<file path="config.mk">
export PLATFORM = sky130hd
export DESIGN_NAME = lo_ratio_divider
export DESIGN_NICKNAME = d
export VERILOG_FILES = /design/src/rtl/ldiv_pkg.sv /design/src/rtl/ldiv_rst_sync.sv /design/src/rtl/ldiv_cfg_decode.sv /design/src/rtl/ldiv_engine.sv /design/src/rtl/lo_ratio_divider.sv
export SDC_FILE = /design/constraint.sdc
export NUM_CORES = 1
export LEC_CHECK = 0
export ABC_CLOCK_PERIOD_IN_PS = 870
export BUFFER_PORTS_ARGS = -buffer_cell sky130_fd_sc_hd__buf_2
export CORE_MARGIN = 4
export CORE_UTILIZATION = 40
export DETAILED_ROUTE_END_ITERATION = 10
export GPL_ROUTABILITY_DRIVEN = 1
export PLACE_DENSITY_LB_ADDON = 0.15
export SETUP_SLACK_MARGIN = 0.15
export SLEW_MARGIN = 20
export SYNTH_ARGS = -nofsm -noshare
export SYNTH_HDL_FRONTEND = slang
export SYNTH_HIERARCHICAL = 1
export SYNTH_SLANG_ARGS = --single-unit
</file>
<file path="constraint.sdc">
create_clock -name clk_lo -period 0.87 [get_ports clk_lo]
set_clock_uncertainty 0.05 [all_clocks]
set_input_delay 0.261 -clock clk_lo [delete_from_list [all_inputs] [get_ports clk_lo]]
set_output_delay 0.261 -clock clk_lo [all_outputs]
set_load 0.03 [all_outputs]
</file>
<file path="src/rtl/ldiv_pkg.sv">
package ldiv_pkg;
  localparam int RATIO_W    = 16;
  localparam int PS_BITS    = 4;                    // prescaler 2^PS_BITS / 2^PS_BITS+1
  localparam int CNT_W      = RATIO_W - PS_BITS;    // main and direct counter width
  localparam int PS_LEN     = 1 << PS_BITS;
  localparam int SW_MIN     = PS_LEN * (PS_LEN + 1);
  localparam int DIRECT_MIN = 4;

  typedef enum logic [1:0] {
    MODE_SWALLOW_HI = 2'd0,
    MODE_SWALLOW_LO = 2'd1,
    MODE_DIRECT     = 2'd2
  } div_mode_e;

  typedef struct packed {
    div_mode_e          mode;
    logic [CNT_W-1:0]   main;
    logic [PS_BITS-1:0] swal;
  } div_cfg_t;
endpackage

</file>
<file path="src/rtl/ldiv_rst_sync.sv">
module ldiv_rst_sync #(
  parameter int STAGES = 2
) (
  input  logic clk,
  input  logic rst_n,
  output logic rst_n_sync
);
  logic [STAGES-1:0] sync_q;

  generate
    for (genvar g = 0; g < STAGES; g++) begin : g_stage
      always_ff @(posedge clk or negedge rst_n) begin
        if (!rst_n) sync_q[g] <= 1'b0;
        else if (g == 0) sync_q[g] <= 1'b1;
        else sync_q[g] <= sync_q[(g == 0) ? 0 : g-1];
      end
    end
  endgenerate

  assign rst_n_sync = sync_q[STAGES-1];
endmodule

</file>
<file path="src/rtl/ldiv_cfg_decode.sv">
module ldiv_cfg_decode
  import ldiv_pkg::*;
(
  input  logic [RATIO_W-1:0] ratio_i,
  input  logic               band_sel_i,
  input  logic               fine_sel_i,
  output div_cfg_t           cfg_o
);
  localparam logic [RATIO_W-1:0] SW_MIN_V  = SW_MIN[RATIO_W-1:0];
  localparam logic [CNT_W-1:0]   DIR_MIN_V = DIRECT_MIN[CNT_W-1:0];

  logic [RATIO_W-1:0] sw_ratio;
  logic [CNT_W-1:0]   dir_cnt;

  always_comb begin
    sw_ratio = (ratio_i < SW_MIN_V) ? SW_MIN_V : ratio_i;
    dir_cnt  = ratio_i[RATIO_W-1:PS_BITS];
    if (dir_cnt < DIR_MIN_V) dir_cnt = DIR_MIN_V;

    if (band_sel_i) begin
      cfg_o.mode = MODE_SWALLOW_HI;
      cfg_o.main = sw_ratio[RATIO_W-1:PS_BITS];
      cfg_o.swal = sw_ratio[PS_BITS-1:0];
    end else if (fine_sel_i) begin
      cfg_o.mode = MODE_SWALLOW_LO;
      cfg_o.main = sw_ratio[RATIO_W-1:PS_BITS];
      cfg_o.swal = sw_ratio[PS_BITS-1:0];
    end else begin
      cfg_o.mode = MODE_DIRECT;
      cfg_o.main = dir_cnt;
      cfg_o.swal = '0;
    end
  end
endmodule

</file>
<file path="src/rtl/ldiv_engine.sv">
module ldiv_engine
  import ldiv_pkg::*;
(
  input  logic     clk,
  input  logic     rst_n,
  input  logic     inhibit_i,
  input  div_cfg_t cfg_i,
  output logic     pulse_o,
  output logic     hiband_o
);
  localparam logic [PS_BITS:0]   PRE_LONG  = PS_LEN[PS_BITS:0];        // modulus 17
  localparam logic [PS_BITS:0]   PRE_SHORT = PRE_LONG - 1'b1;          // modulus 16
  localparam logic [PS_BITS:0]   PRE_ONE   = {{PS_BITS{1'b0}}, 1'b1};
  localparam logic [CNT_W-1:0]   CNT_ONE   = {{(CNT_W-1){1'b0}}, 1'b1};
  localparam logic [PS_BITS-1:0] SW_ONE    = {{(PS_BITS-1){1'b0}}, 1'b1};

  div_mode_e          mode_q, mode_d;
  logic [CNT_W-1:0]   main_q, main_d;
  logic [PS_BITS-1:0] swal_q, swal_d;
  logic [PS_BITS:0]   pre_q, pre_d;
  logic               run_q, run_d;
  logic               pulse_q, pulse_d;
  logic               cnt_en;
  logic               is_direct, pre_wrap, term;
  logic [PS_BITS:0]   pre_last;

  assign cnt_en = !inhibit_i;

  always_comb begin
    is_direct = (mode_q == MODE_DIRECT);
    pre_last  = (swal_q != '0) ? PRE_LONG : PRE_SHORT;
    pre_wrap  = !is_direct && (pre_q == pre_last);
    term      = run_q && (main_q == CNT_ONE) && (is_direct || pre_wrap);

    mode_d  = mode_q;
    main_d  = main_q;
    swal_d  = swal_q;
    pre_d   = pre_q;
    run_d   = 1'b1;
    pulse_d = 1'b0;

    if (inhibit_i) begin
      run_d = 1'b0;
    end else if (!run_q || term) begin
      mode_d  = cfg_i.mode;
      main_d  = cfg_i.main;
      swal_d  = cfg_i.swal;
      pre_d   = '0;
      pulse_d = term;
    end else if (is_direct) begin
      main_d = main_q - CNT_ONE;
    end else if (pre_wrap) begin
      pre_d  = '0;
      main_d = main_q - CNT_ONE;
      if (swal_q != '0) swal_d = swal_q - SW_ONE;
    end else begin
      pre_d = pre_q + PRE_ONE;
    end
  end

  always_ff @(posedge clk or negedge rst_n) begin
    if (!rst_n) begin
      mode_q  <= MODE_SWALLOW_LO;
      main_q  <= '0;
      swal_q  <= '0;
      pre_q   <= '0;
      run_q   <= 1'b0;
      pulse_q <= 1'b0;
    end else begin
      run_q   <= run_d;
      pulse_q <= pulse_d;
      if (cnt_en) begin
        mode_q <= mode_d;
        main_q <= main_d;
        swal_q <= swal_d;
        pre_q  <= pre_d;
      end
    end
  end

  assign pulse_o  = pulse_q;
  assign hiband_o = (mode_q == MODE_SWALLOW_HI);
endmodule

</file>
<file path="src/rtl/lo_ratio_divider.sv">
module lo_ratio_divider
  import ldiv_pkg::*;
(
  input  logic               clk_lo,
  input  logic               rst_n,
  input  logic [RATIO_W-1:0] ratio_i,
  input  logic               band_sel_i,
  input  logic               fine_sel_i,
  input  logic               inhibit_i,
  output logic               pulse_o,
  output logic               hiband_o
);
  logic     rst_n_int;
  div_cfg_t cfg_next;

  ldiv_rst_sync #(.STAGES(2)) u_rst (
    .clk        (clk_lo),
    .rst_n      (rst_n),
    .rst_n_sync (rst_n_int)
  );

  ldiv_cfg_decode u_dec (
    .ratio_i    (ratio_i),
    .band_sel_i (band_sel_i),
    .fine_sel_i (fine_sel_i),
    .cfg_o      (cfg_next)
  );

  ldiv_engine u_eng (
    .clk       (clk_lo),
    .rst_n     (rst_n_int),
    .inhibit_i (inhibit_i),
    .cfg_i     (cfg_next),
    .pulse_o   (pulse_o),
    .hiband_o  (hiband_o)
  );
endmodule

</file>
=== Yosys cells after proc, flatten, opt, wreduce, memory -nomap -nowiden ===
Index checks and enable logic that the tools add are counted.

* Add/subtract/negate cells: 3
* Magnitude comparators: 2
* Equal/unequal tests: 4
* Muxes and demuxes: 18
* Bitwise operators: 1
* Reductions and logical operators: 16

{| class="wikitable"
|+ Operators by type and width
! kind !! count
|-
| $mux W12 || 4
|-
| $mux W18 || 2
|-
| $mux W5 || 4
|-
| $lt A16 B9 Y1 const B || 1
|-
| $mux W16 || 1
|-
| $mux W4 || 4
|-
| $eq A12 B1 Y1 const B || 1
|-
| $lt A12 B3 Y1 const B || 1
|-
| $sub A12 B1 Y12 const B || 1
|-
| $reduce_and A2 Y1 || 3
|-
| $add A5 B1 Y5 const B || 1
|-
| $eq A5 B5 Y1 || 1
|-
| $reduce_and A4 Y1 || 1
|-
| $reduce_bool A2 Y1 || 2
|-
| $reduce_bool A4 Y1 || 1
|-
| $sub A4 B1 Y4 const B || 1
|-
| $logic_and A1 B1 Y1 || 3
|-
| $mux W1 || 3
|-
| $reduce_bool A3 Y1 || 1
|-
| $eq A2 B2 Y1 const B || 1
|-
| $logic_not A1 Y1 || 2
|-
| $logic_not A2 Y1 || 1
|-
| $logic_or A1 B1 Y1 || 2
|-
| $ne A2 B2 Y1 const B || 1
|-
| $not A1 Y1 || 1
|}

* Flip-flop bits (word level): 27
* Output and inout bits: 2

=== Logic depth before layout (Yosys ltp) ===
* Depth in word-level cells: 9
* Depth in mapped cells: 9
* Depth with buffers taken out: 7

=== Hierarchy ===
The synthesis kept the hierarchy.

{| class="wikitable"
|+ Modules (own cells, without submodules)
! module !! times used !! cells an instance !! area an instance (um^2) !! sequential area each (um^2)
|-
| ldiv_engine || 1 || 177 || 1559.0 || 626.9
|-
| ldiv_cfg_decode || 1 || 31 || 198.9 || 0.0
|-
| ldiv_rst_sync || 1 || 3 || 53.8 || 50.0
|}

=== Worst setup path before layout ===
No wires, ideal clock.

* Kind: reg2reg
* Start point: reg u_eng.main_q[7]
* End point: reg u_eng.pre_q[4]
* Data arrival time: 2.092 ns
* Data required time: 0.737 ns
* Slack: -1.355 ns
* Cell stages (with the launch flop): 6
* Path buffers: 0
* Path through: dfrtp_1 > or4_4 > o41ai_4 > nor2_1 > or4_1 > o21ai_0

* Cells in the longest elaborated chain, start to end: 6
* Elaborated cells between the ends (all ways): 7
* Those cells by class: eq/ne (2); mux (1); reduce/logical (4)

{| class="wikitable"
|+ Ends and longest elaborated chain
! item !! line !! source
|-
| start: declaration || ldiv_engine.sv:18 || <nowiki>logic [CNT_W-1:0] main_q, main_d;</nowiki>
|-
| start signal: assignment || ldiv_engine.sv:74 || <nowiki>main_q <= main_d;</nowiki>
|-
| $eq A12 B1 Y1 (*) || ldiv_engine.sv:33 || <nowiki>term = run_q && (main_q == CNT_ONE) && (is_direct || pre_wrap);</nowiki>
|-
| $logic_and A1 B1 Y1 (*) (2 in a row) || ldiv_engine.sv:33 ||
|-
| $logic_or A1 B1 Y1 (*) || ldiv_engine.sv:44 || <nowiki>end else if (!run_q || term) begin</nowiki>
|-
| $ne A2 B2 Y1 (no source line) || -- ||
|-
| $reduce_and A2 Y1 (no source line) || -- ||
|-
| end signal: assignment || ldiv_engine.sv:76 || <nowiki>pre_q <= pre_d;</nowiki>
|-
| end: declaration || ldiv_engine.sv:20 || <nowiki>logic [PS_BITS:0] pre_q, pre_d;</nowiki>
|}

Mark *: on every way between the ends. The rest lies on a longest branch, timed or not.
A chain may end at the register's enable or synchronous reset.

=== Final worst setup path ===
* Start point: reg u_eng.main_q[10]
* End point: reg u_eng.swal_q[3]

* Cells in the longest elaborated chain, start to end: 6
* Elaborated cells between the ends (all ways): 9
* Those cells by class: eq/ne (2); mux (1); reduce/logical (6)

{| class="wikitable"
|+ Ends and longest elaborated chain
! item !! line !! source
|-
| $eq A12 B1 Y1 (*) || ldiv_engine.sv:33 ||
|-
| $logic_and A1 B1 Y1 (*) (2 in a row) || ldiv_engine.sv:33 ||
|-
| $logic_or A1 B1 Y1 (*) || ldiv_engine.sv:44 ||
|-
| $ne A2 B2 Y1 (no source line) / $reduce_bool A2 Y1 (equally long branches) || -- ||
|-
| $reduce_and A4 Y1 (no source line) || -- ||
|-
| end signal: assignment || ldiv_engine.sv:75 || <nowiki>swal_q <= swal_d;</nowiki>
|-
| end: declaration || ldiv_engine.sv:19 || <nowiki>logic [PS_BITS-1:0] swal_q, swal_d;</nowiki>
|}

Marks and branches as above.

==> results.md <==
- The run finished, with violations left.
- The final reports fail on negative setup slack.
- The primary flip-flop cell chosen by synthesis mapping is dfrtp_1.
- Entering global routing, the biggest net connects 20 pins.
- The clock latency on the worst-skew pair is 0.27 ns.
- The source of the worst register-to-register timing path is u_eng/main_q[10].
- The worst reg-to-reg path cell count is 6.
- In this run the deepest clock path goes through 2 buffers.
- The number of instances in the synthesized netlist is 211.
- Of the total power, the share spent switching nets is 0.351.
- Setup repair after global routing could not meet its margin everywhere.
- The worst-case register-to-register setup slack is -1.29 ns.
- The power per cell area is 1590 nW/µm².
- In the routed design, unresolved DRC markers number 0.
- Summed over all failing endpoints, the final setup total negative slack is -30.03 ns.
- The leading area contributor after synthesis is dfrtp_1.
- The initial antenna violation count is 0.
- The endpoint identified for the worst register-to-register timing path is u_eng/swal_q[3].
- The number of global-route vias before repair came to 1951.
- The combinational share of power is 0.482.
- The clock buffer count from CTS is 3.
- The worst setup path startpoint is u_eng/main_q[10].
- The clock sink count is 27.
- In this run the number of H-tree levels came out at 1.
- In the routed layout, each cell is associated on average with a via count of 5.52.
- The slowest stage of the critical path belongs to the cell or4_4.
- From synthesis to final layout, the design area changed by 62.8%.
- Of all flip-flops after synthesis, the portion carrying an async set or reset was 1.00.
- Across the run, the number of max-cap violations was 0.
- The path type of the worst setup path is flop to flop.
- Based on the critical path, the design can be clocked at up to 463 MHz.
- Yosys mapped the design onto 53 distinct sky130hd cell types.
- The share of total power in the clock network is 0.159.
- The part of the Yosys area used for sequential elements is 0.374.
- The netlist area before placement is 1810 µm².
- The routed length per instance is 14.9 µm.
- Routability-driven placement finished with a final weighted congestion of 0.855.
- For this run, the post-layout net count is 339.
- Clock tree synthesis selected as its root buffer the cell clkbuf_8.
- The initial cell density of the core is 0.413.
- The final worst-path cycle share is 2.48.
- The slack of the critical path is -1.29 ns.
- The final global-route overflow total is 0.
- The worst setup path is launched from a flop.
- The first global-routing pass estimated 8890 µm of wire.
- The total wire length after detailed routing is 5450 µm.
- The layout cell share with drive strength beyond 1 is 0.537.
- The final number of hold-violating endpoints is 0.
- The top cell type's share of synthesized area is 0.359.
- The number of enable-type register cells in the synthesized netlist is 0.
- The vertical die dimension is 75.3 µm.
- STA puts the critical path data arrival time at 2.29 ns.
- The die covers 5670 µm².
- The critical path required time is 1.00 ns.
- The post-synth net total is 236.
- TritonCTS built the clock tree.
- The synthesized design contains 27 register bits.
- The floorplan step defined a core boundary enclosing 4380 µm².
- By count the netlist is led by dfrtp_1, a21oi_1, nor2_1, o21ai_0, inv_1.
- VDD sags by at most 1050 µV.
- The detailed placement HPWL is 3930 µm.
- The count of nets left with antenna violations once routing finished came out at 0.
- The share of total power dissipated in sequential elements is 0.359.
- For this run, the number of Yosys warnings is 6.
- The mean instance size in the synthesized netlist is 8.59 µm².
- Port buffering added 22 buffers.
- Total power for the finished layout comes to 4680 µW.
- In this design, the stage delay of the slowest critical-path cell is 0.57 ns.
- The count of boundary I/O pins is 23.
- The overall routing resource usage is 0.202.
- The static leakage power is 0.00133 µW.
- Clock-pin slew was measured on the worst setup and hold paths at 0.10 ns.
- The critical path capture point type is a flop.
- The antenna diode instance count is 0.
- The signal on the critical path passes through or4_4 > o41ai_4 > buf_4 > buf_6 > nor3_2 > a311oi_2.
- The most used standard cell by instance count after synthesis is dfrtp_1.
- The final number of max-transition violations is 0.
- The width of the die is 75.3 µm.
- The initialized floorplan defines 24 standard-cell rows.
- The total internal power is 3040 µW.
- The number of setup violations in the final report is 26.
- By area the synthesized netlist is led by dfrtp_1, a21oi_1, o21ai_0.
- The min-delay analysis places its worst path in the category flop to asynchronous set/reset pin.
- The first detailed-routing pass ran for 4 iterations.
- The post-route minimum period is 2.16 ns.
- In this run the worst path has a maximum fanout of 4.
- For this run, the share of the core covered by cells in the final layout is 0.673.
- After the first detailed-routing iteration, the DRC count stood at 127.
- For this block, the via count after detailed routing is 2013.
- The net switching power is 1640 µW.
-- layout make-up --
class / count / area, µm²
repair buffers: 112 / 861
inverters: 11 / 41.3
well taps: 52 / 65.1
clock buffers: 4 / 45.0
fillers: 347 / 1440
flip-flops and latches: 27 / 679
multi-input cells: 159 / 1260
-- worst max path at each step --
stage / endpoint / slack [ns] / cells after the start
6_report: u_eng/swal_q[3] / -1.29 / 6
5_1_grt: u_eng/main_q[1] / -1.36 / 7
4_1_cts: u_eng/pre_q[2] / -1.31 / 5
3_5_place_dp: u_eng/swal_q[3] / -1.29 / 7
3_3_place_gp: u_eng/swal_q[3] / -1.25 / 7
2_1_floorplan: u_eng/pre_q[2] / -1.31 / 5
-- state kept, by name, summed over array words and instances, names as in the netlist --
register / count
u_eng/main_q: 12
u_eng/pre_q: 5
u_eng/swal_q: 4
u_eng/mode_q: 2
u_eng/pulse_o: 1
u_eng/run_q: 1
u_rst/rst_n_sync: 1
u_rst/sync_q: 1
-- repair_timing --
item | 4_1_cts | 5_1_grt
setup endpoints to repair | 26 | 26
resized for setup | 23 | 48
cloned | 1 | 0
buffers inserted | 7 | 4
pin swaps | 8 | 18
endpoints found under the hold margin | 2 | 0
hold buffers | 1 | 0
-- cell usage in the layout (no fill, tap or decap), drive strengths merged, types with 7 or more instances in the layout --
master,Yosys,layout
nor3,10,10
dfrtp,26,26
nor2,17,17
buf,3,111
o21ai,19,19
nand3,10,10
nand2,7,7
inv,11,11
a21oi,19,19
-- power by group through the flow --
stage	clock (µW)	sequential (µW)	combinational, µW
after detailed placement	0	1700	1820
after floorplan	0	1780	806
after CTS	766	1670	1980
after global placement	0	1690	1800
final	745	1680	2250
after global routing	826	1710	2460
-- critical path: cells and delay by family (launching register included) --
| kind | cells | cell delay, ns |
|---|---|---|
| DFF | 1 | 0.39 |
| and+or+nand+nor | 2 | 0.62 |
| buffers and inverters | 2 | 0.33 |
| AOI/OAI and AO/OA | 2 | 0.67 |
-- routing by layer --
metal | vias to the layer above | share of wire | global-route usage
met5 | - | 0 | 0
met4 | 0 | 0.0042 | 0.0524
met3 | 2 | 0.061 | 0.0211
met2 | 54 | 0.49 | 0.331
met1 | 969 | 0.44 | 0.284
li1 | 988 | - | -
-- metrics by stage --
step / hold slack [ns] / cell area [µm²] / std cells / setup slack (ns)
after detailed placement: -0.00273 / 2520 / 348 / -1.29
after global placement: -0.00287 / 2520 / 348 / -1.25
after global routing: 0.0272 / 2950 / 365 / -1.36
after floorplan: -0.0846 / 1850 / 211 / -1.31
after CTS: 0.0230 / 2720 / 361 / -1.31
final: 0.0198 / 2950 / 365 / -1.29
-- cells by family after synthesis --
kind of cell	count (synthesis)	share of synthesized area
compound gates	65	0.236
flops	27	0.374
simple gates	82	0.262
buf+inv	25	0.0573
mux	7	0.0414
fa+ha+maj	4	0.0276
other cells	1	0.00207
Power figures use the tool's default switching activity.
